$ cat config.mk
export PLATFORM = sky130hd
export DESIGN_NAME = sdram_pwrup_seq
export DESIGN_NICKNAME = d
export VERILOG_FILES = /design/src/rtl/sdram_init_pkg.sv /design/src/rtl/sdram_init_ctrl.sv /design/src/rtl/sdram_init_dpath.sv /design/src/rtl/sdram_pwrup_seq.sv
export SDC_FILE = /design/constraint.sdc
export NUM_CORES = 1
export LEC_CHECK = 0
export CAP_MARGIN = 5
export CORE_ASPECT_RATIO = 0.5
export CORE_MARGIN = 2
export CORE_UTILIZATION = 45
export DETAILED_ROUTE_END_ITERATION = 10
export GPL_ROUTABILITY_DRIVEN = 0
export GPL_TIMING_DRIVEN = 0
export MAX_ROUTING_LAYER = met4
export PLACE_DENSITY = 0.71
export SYNTH_ARGS = -nofsm -noshare
export SYNTH_HDL_FRONTEND = slang
export SYNTH_HIERARCHICAL = 1
export SYNTH_SLANG_ARGS = --single-unit
$ cat constraint.sdc
create_clock -name clk -period 3.34 [get_ports clk]
set_clock_uncertainty 0.15 [all_clocks]
set_input_delay 0.668 -clock clk [delete_from_list [all_inputs] [get_ports clk]]
set_output_delay 0.668 -clock clk [all_outputs]
set_load 0.05 [all_outputs]
$ cat src/rtl/sdram_init_pkg.sv
package sdram_init_pkg;

  // Pin order {csN, rasN, casN, weN}
  typedef enum logic [3:0] {
    CMD_LMR = 4'b0000,
    CMD_REF = 4'b0001,
    CMD_PRE = 4'b0010,
    CMD_NOP = 4'b0111
  } sdCmd_e;

  typedef enum logic [3:0] {
    ST_IDLE, ST_PWAIT, ST_PRE, ST_RP, ST_REF1, ST_RFC1,
    ST_REF2, ST_RFC2, ST_LMR, ST_MRD, ST_DONE
  } seqState_e;

  // Strobes from control to datapath, one cycle each
  typedef struct packed {
    logic issuePre;
    logic issueRef;
    logic issueLmr;
    logic markDone;
  } seqStrobe_t;

endpackage

$ cat src/rtl/sdram_init_ctrl.sv
module sdram_init_ctrl
  import sdram_init_pkg::*;
#(
  parameter int WAIT_CYC = 10000,
  parameter int T_RP     = 3,
  parameter int T_RFC    = 7,
  parameter int T_MRD    = 2
) (
  input  logic       clk,
  input  logic       rstN,
  input  logic       clkStable,
  output seqStrobe_t strobes
);

  localparam int M1    = (WAIT_CYC > T_RP) ? WAIT_CYC : T_RP;
  localparam int M2    = (M1 > T_RFC) ? M1 : T_RFC;
  localparam int MAXC  = (M2 > T_MRD) ? M2 : T_MRD;
  localparam int CNT_W = $clog2(MAXC + 1);

  seqState_e        st, stNext;
  logic [CNT_W-1:0] cnt, cntNext;

  always_ff @(posedge clk or negedge rstN) begin
    if (!rstN) begin
      st  <= ST_IDLE;
      cnt <= '0;
    end else begin
      st  <= stNext;
      cnt <= cntNext;
    end
  end

  // Gap states last T-1 cycles, so command-to-command spacing is T.
  always_comb begin
    stNext  = st;
    cntNext = (cnt != '0) ? cnt - 1'b1 : cnt;
    unique case (st)
      ST_IDLE:  if (clkStable) begin
                  stNext  = ST_PWAIT;
                  cntNext = CNT_W'(WAIT_CYC - 1);
                end
      ST_PWAIT: if (cnt == '0) stNext = ST_PRE;
      ST_PRE:   begin stNext = ST_RP;   cntNext = CNT_W'(T_RP - 2);  end
      ST_RP:    if (cnt == '0) stNext = ST_REF1;
      ST_REF1:  begin stNext = ST_RFC1; cntNext = CNT_W'(T_RFC - 2); end
      ST_RFC1:  if (cnt == '0) stNext = ST_REF2;
      ST_REF2:  begin stNext = ST_RFC2; cntNext = CNT_W'(T_RFC - 2); end
      ST_RFC2:  if (cnt == '0) stNext = ST_LMR;
      ST_LMR:   begin stNext = ST_MRD;  cntNext = CNT_W'(T_MRD - 2); end
      ST_MRD:   if (cnt == '0) stNext = ST_DONE;
      ST_DONE:  stNext = ST_DONE;
      default:  stNext = ST_IDLE;
    endcase
  end

  always_comb begin
    strobes          = '0;
    strobes.issuePre = (st == ST_PRE);
    strobes.issueRef = (st == ST_REF1) || (st == ST_REF2);
    strobes.issueLmr = (st == ST_LMR);
    strobes.markDone = (st == ST_DONE);
  end

endmodule

$ cat src/rtl/sdram_init_dpath.sv
module sdram_init_dpath
  import sdram_init_pkg::*;
#(
  parameter int ADDR_W = 12,
  parameter int BANK_W = 2
) (
  input  logic              clk,
  input  logic              rstN,
  input  seqStrobe_t        strobes,
  input  logic [2:0]        cfgBurstLen,
  input  logic              cfgBurstSeq,
  input  logic [2:0]        cfgCasLat,
  input  logic              cfgWriteMode,
  output sdCmd_e            cmdQ,
  output logic [ADDR_W-1:0] addrQ,
  output logic [BANK_W-1:0] bankQ,
  output logic              doneQ
);

  logic [ADDR_W-1:0] modeWord, preWord;

  always_comb begin
    modeWord      = '0;
    modeWord[2:0] = cfgBurstLen;
    modeWord[3]   = cfgBurstSeq;
    modeWord[6:4] = cfgCasLat;
    modeWord[8:7] = 2'b00;
    modeWord[9]   = cfgWriteMode;
    preWord       = '0;
    preWord[10]   = 1'b1;
  end

  always_ff @(posedge clk or negedge rstN) begin
    if (!rstN) begin
      cmdQ  <= CMD_NOP;
      addrQ <= '0;
      bankQ <= '0;
      doneQ <= 1'b0;
    end else begin
      cmdQ  <= CMD_NOP;
      addrQ <= '0;
      bankQ <= '0;
      if (strobes.issuePre) begin
        cmdQ  <= CMD_PRE;
        addrQ <= preWord;
      end
      if (strobes.issueRef) cmdQ <= CMD_REF;
      if (strobes.issueLmr) begin
        cmdQ  <= CMD_LMR;
        addrQ <= modeWord;
      end
      if (strobes.markDone) doneQ <= 1'b1;
    end
  end

endmodule

$ cat src/rtl/sdram_pwrup_seq.sv
module sdram_pwrup_seq
  import sdram_init_pkg::*;
#(
  parameter int CLK_MHZ = 100,
  parameter int WAIT_US = 100,
  parameter int T_RP    = 3,
  parameter int T_RFC   = 7,
  parameter int T_MRD   = 2,
  parameter int ADDR_W  = 12,
  parameter int BANK_W  = 2
) (
  input  logic              clk,
  input  logic              rstN,
  input  logic              clkStable,
  input  logic [2:0]        cfgBurstLen,
  input  logic              cfgBurstSeq,
  input  logic [2:0]        cfgCasLat,
  input  logic              cfgWriteMode,
  output logic              cmdCsN,
  output logic              cmdRasN,
  output logic              cmdCasN,
  output logic              cmdWeN,
  output logic [ADDR_W-1:0] sdAddr,
  output logic [BANK_W-1:0] sdBank,
  output logic              initDone
);

  localparam int WAIT_CYC = CLK_MHZ * WAIT_US;

  seqStrobe_t strobes;
  sdCmd_e     cmdQ;

  sdram_init_ctrl #(
    .WAIT_CYC(WAIT_CYC), .T_RP(T_RP), .T_RFC(T_RFC), .T_MRD(T_MRD)
  ) ctrl_i (
    .clk(clk), .rstN(rstN), .clkStable(clkStable), .strobes(strobes)
  );

  sdram_init_dpath #(.ADDR_W(ADDR_W), .BANK_W(BANK_W)) dpath_i (
    .clk(clk), .rstN(rstN), .strobes(strobes),
    .cfgBurstLen(cfgBurstLen), .cfgBurstSeq(cfgBurstSeq),
    .cfgCasLat(cfgCasLat), .cfgWriteMode(cfgWriteMode),
    .cmdQ(cmdQ), .addrQ(sdAddr), .bankQ(sdBank), .doneQ(initDone)
  );

  assign {cmdCsN, cmdRasN, cmdCasN, cmdWeN} = cmdQ;

endmodule

Yosys cells after proc, flatten, opt, wreduce, memory -nomap -nowiden. Cells that the tools add are included.

Bits in writable memories: 0. Output and inout port bits: 19. Memories: 0. Latch bits: 0. Word-level logic and storage cells: 43. Input port bits: 11. Bits in read-only memories: 0. Register bits: 34.

Eq/ne operators: 16. Bitwise logic cells: 0. Multipliers: 0. Div/mod/pow operators: 0. Magnitude comparators: 0. Shifts and indexed selects: 0. Reduce and logical (&&, ||, !) cells: 6. $add $sub $neg: 1. Muxes and demuxes: 15.

Operators by type and width (number): one-hot mux 14 bit (4 select lines) (1); one-hot mux 4 bit (11 select lines) (1); two-way mux 4 bit (8); two-way mux 14 bit (2); two-way mux 11 bit (2); == test 4 x 3 -> 1 bit (second input constant) (4); logical NOT 14 bit (1); nonzero test 14 bit (1); subtractor 14 x 1 -> 14 bit (second input constant) (1); == test 4 bit (second input constant) (3); inequality test 2 x 1 -> 1 bit (second input constant) (5); == test 4 x 2 -> 1 bit (second input constant) (2); AND reduction 6 bit (1); == test 4 x 1 -> 1 bit (second input constant) (1); logical NOT 4 bit (1); two-way mux 3 bit (1); inequality test 2 bit (second input constant) (1); OR reduction 2 bit (1); logical OR 1 bit (1).

Longest topological paths before layout.
Depth after elaboration: 4. Depth in mapped cells: 7. Mapped depth without buffers: 6.

Hierarchy. Netlist, hierarchy kept.

By module, submodules not included: sdram_init_ctrl (times used 1, sequential area each 450.4 um2, cells an instance 127, area each 1112.3 um2); sdram_init_dpath (times used 1, sequential area each 329.1 um2, cells an instance 35, area each 483.0 um2).

Least setup slack after synthesis. Ideal clock, no wire load.

Kind: register to register. Start: reg ctrl_i.cnt[0]. End: reg ctrl_i.cnt[8]. Period minus slack after synthesis: 2048 ps. Data arrival time: 1745 ps. Stages on the path, launching flop included: 7. Required time: 3037 ps. Path buffers: 0. Library setup time: 153 ps. Setup slack: 1292 ps. Path through: dfrtp_1 > inv_1 > ha_1 > or4b_2 > nor4b_2 > or4_1 > a31oi_1.

Longest elaborated chain between the ends: 4. Elaborated cells on any way between the ends: 5. Those cells by class: 1 x add/sub; 3 x mux; 1 x reduce/logical.

RTL lines: from (decl) (RTL line sdram_init_ctrl.sv:21) `logic [CNT_W-1:0] cnt, cntNext;`; from (signal assigned) (RTL line sdram_init_ctrl.sv:29) `cnt <= cntNext;`; subtractor 14 x 1 -> 14 bit or nonzero test 14 bit (tied branches) (RTL line sdram_init_ctrl.sv:36) `cntNext = (cnt != '0) ? cnt - 1'b1 : cnt;`; two-way mux 14 bit * (RTL line sdram_init_ctrl.sv:36); two-way mux 14 bit (RTL line sdram_init_ctrl.sv:38) `ST_IDLE: if (clkStable) begin`; one-hot mux 14 bit (4 select lines) * (RTL line sdram_init_ctrl.sv:37) `unique case (st)`; via ctrl_i.cntNext[8] (RTL line sdram_init_ctrl.sv:21).

The timed path passes the listed nets; every way through them passes the cells marked *. A chain may end at the register's enable or synchronous reset.

Final worst setup path.
Start: reg ctrl_i.cnt[0]. End: reg ctrl_i.cnt[1].

The elaborated chain is that of the path after synthesis.

==> flow_summary.json <==
{
  "crit_fanout": 10,
  "holdBufCountCts": 0,
  "rr_endpoint": "ctrl_i/cnt[1]$_DFF_PN0_",
  "grt_pass1_vias": 1226,
  "async_flop_share": 1.000,
  "power_frac_seq": 0.430,
  "place_ws_ns": 0.8324,
  "post_cts_buffers": 0,
  "finalSetupViolCount": 0,
  "critPathLaunchType": "flop",
  "layout_setup_ws_ns": 0.7991,
  "path_clk_slew_ns": 0.07,
  "synth_top_area_frac": 0.4392,
  "io_pins": 30,
  "hold_depth": 1,
  "synth_cell_types": 44,
  "critPathSlowestCell": "nor4b_1",
  "power.switching_mw": 0.3986,
  "post_drt_wl_per_cell_um": 13.31,
  "p_comb_frac": 0.259,
  "drive_above_1_share": 0.1658,
  "die_h_um": 46.10,
  "antenna_found_initial": 0,
  "drc": 0,
  "fin_total_pwr_mw": 1.223,
  "crit_chain": "inv_1 -> ha_1 -> nor4b_1 -> nand4_1 -> clkbuf_1 -> a311oi_1",
  "fin_nets": 211,
  "cpLargestDelayFamily": "simple AND/OR/NAND/NOR gates",
  "place_hpwl_um": 2366,
  "required_ns": 3.34,
  "reg2regPathDepth": 6,
  "powerDensity_nw_per_um2": 595.8,
  "max-cap-violations": 0,
  "ir_drop_mv": 0.2324,
  "yosysSeqAreaShare": 0.4886,
  "synth_edf_count": 0,
  "cts_tree": "done",
  "endpoint": "ctrl_i/cnt[1]$_DFF_PN0_",
  "hp-class": "reg -> reg",
  "vias_per_cell": 5.336,
  "vias": 1334,
  "synthDominantAreaCellType": "dfrtp_1",
  "status": "complete, no violations",
  "critical_path_depth": 6,
  "placedCellCount": 242,
  "hold_viol": 0,
  "start_util": 0.4670,
  "ys_ff_latch": 31,
  "crit_type": "reg -> reg",
  "cts_buffer_depth": 2,
  "internal_power_mw": 0.8248,
  "rsz0062_at_grt": "false",
  "diodes": 0,
  "ant_nets": 0,
  "fin_crit_sh": 0.7608,
  "die_w_um": 88.20,
  "utilization": 0.6011,
  "max_stage_delay_ns": 0.47,
  "arrival_ns": 2.54,
  "timing.rr.start": "ctrl_i/cnt[0]$_DFF_PN0_",
  "syn_avg_cell_area_um2": 9.847,
  "root_buffer": "clkbuf_8",
  "grt.overflow.total": 0,
  "max-slew-margin-rel": 0.3560,
  "worst_pin_slew_ns": 0.9602,
  "fp.dieArea_um2": 4066,
  "port-buffer-count": 23,
  "layout_min_cycle_time_ns": 2.541,
  "netlist_instances": 162,
  "drt-total-wl_um": 3328,
  "synthesis.area_um2": 1595,
  "first_pass_iters": 4,
  "grt_use_total": 0.1847,
  "grt_max_degree": 22,
  "synthFlopType": "dfrtp_1",
  "synthToLayoutAreaGrowth_pct": 28.71,
  "cts_sinks": 31,
  "clk_latency_ns": 0.28,
  "cts_inserted_buffers": 5,
  "fin_setup_tns_ns": 0,
  "r2r_slack_ns": 0.80,
  "crit_buf_inv": 2,
  "htree_levels": 2,
  "synthTopCellsByArea": "dfrtp_1 (44%), dfstp_2 (4.9%), o21ai_0 (3.5%), a21oi_1 (3.1%), buf_4 (2.8%)",
  "ys_warn_count": 6,
  "layout.cells.non_filler": 250,
  "cts_resized": 0,
  "finalMaxSlewViolations": 0,
  "fmax_ghz": 0.3936,
  "grt_pass1_wl_um": 5457,
  "startpoint": "ctrl_i/cnt[0]$_DFF_PN0_",
  "p_sw_frac": 0.3258,
  "drt_iter0_markers": 74,
  "clockPowerShare": 0.311,
  "endpoint_kind": "flop",
  "coreArea_um2": 3416,
  "p_leak_nw": 0.8320,
  "min-delay-start": "dpath_i/doneQ$_DFFE_PN0P_",
  "num_rows": 15
}
area by class of cell:
type                            instances  area (um2)
Sequential cell                        31       779.5
Clock inverter                          2       35.03
Inverter                                6       22.52
Buffer                                 12       76.32
Timing Repair Buffer                   24       257.7
Multi-Input combinational cell        118       735.7
Tap cell                               51       63.81
Fill cell                             296        1363
Clock buffer                            6       82.58
cell usage after synthesis (2+ instances only):
cell      count
dfrtp_1      28
o21ai_0      11
a21oi_1      10
nor2_1        9
nand2_1       8
nor3_1        7
buf_4         6
inv_1         6
and2_2        5
nor4_1        5
and2_1        4
clkbuf_1      4
nor2b_1       4
o31ai_1       4
or4_1         4
a211oi_1      3
a31oi_1       3
dfstp_2       3
nand2b_1      3
nor4b_1       3
or3_1         3
ha_1          2
nand3_1       2
nand3b_1      2
nand4_1       2
or2_2         2
or4b_1        2
power by group through the flow:
stage                     Sequential (mW)  Clock, mW  Combinational (mW)
final                               0.526      0.381               0.317
after floorplan                     0.505          0               0.239
after CTS                           0.521      0.387               0.314
after global routing                0.538      0.404               0.350
after global placement              0.522          0               0.294
after detailed placement            0.526          0               0.308
through the flow:
stage / cell area (um2) / hold slack [ns]
floorplan: 1614 / 0.2224
global placement: 1908 / 0.3011
detailed placement: 1936 / 0.3081
CTS: 2053 / 0.3234
global route: 2053 / 0.3517
finish: 2053 / 0.3150
state kept, by name (all words and copies together), names as in the netlist:
name / cells
ctrl_i/st: 4
dpath_i/addrQ: 9
dpath_i/doneQ: 1
ctrl_i/cnt: 14
dpath_i/cmdQ: 3
worst reg2reg max path, cell delays in order, from the launching register on:
cell	delay [ns]
dfrtp_1	0.45
inv_1	0.11
ha_1	0.17
nor4b_1	0.47
nand4_1	0.32
clkbuf_1	0.33
a311oi_1	0.42
logic make-up (layout without fill, tap and decap cells):
group	Yosys count	count (layout)	share of synthesized area
AOI/OAI and AO/OA	36	36	0.1365
adders and majority gates	2	2	0.01568
and+or+nand+nor	72	72	0.2831
buffers and inverters	18	50	0.06195
xor gates and xnor gates	1	1	0.005491
DFF	31	31	0.4886
muxes	1	1	0.006275
other	1	6	0.002351
cell usage in the layout, fill, tap and decap left out, types with 2 or more instances in the layout:
cell             netlist  routed
a211oi_1               3       3
a21oi_1               10      10
a31oi_1                3       3
and2_1                 4       4
and2_2                 5       5
buf_4                  6       6
clkbuf_1               4       4
clkbuf_8               0       6
clkdlybuf4s50_1        0      23
conb_1                 1       6
dfrtp_1               28      28
dfstp_2                3       3
ha_1                   2       2
inv_1                  6       6
nand2_1                8       8
nand2b_1               3       3
nand3_1                2       2
nand3b_1               2       2
nand4_1                2       2
nor2_1                 9       9
nor2b_1                4       4
nor3_1                 7       7
nor4_1                 5       5
nor4b_1                3       3
o21ai_0               11      11
o31ai_1                4       4
or2_2                  2       2
or3_1                  3       3
or4_1                  4       4
or4b_1                 2       2
worst min path at each step:
stage	slack, ns	endpoint
2_1_floorplan	0.22	ctrl_i/cnt[0]$_DFF_PN0_
3_3_place_gp	0.30	dpath_i/doneQ$_DFFE_PN0P_
3_5_place_dp	0.31	dpath_i/doneQ$_DFFE_PN0P_
4_1_cts	0.32	dpath_i/doneQ$_DFFE_PN0P_
5_1_grt	0.35	dpath_i/doneQ$_DFFE_PN0P_
6_report	0.31	dpath_i/doneQ$_DFFE_PN0P_
routing by layer:
layer | part of all wire | wire [um] | global-route usage | vias up
met5 | 0 | 0 | - | -
met4 | 0.010 | 34 | 0.06364 | 0
met3 | 0.056 | 186 | 0.04839 | 4
met2 | 0.47 | 1553 | 0.3023 | 41
met1 | 0.47 | 1554 | 0.2272 | 637
li1 | - | - | - | 652
Power figures use the tool's default switching activity.
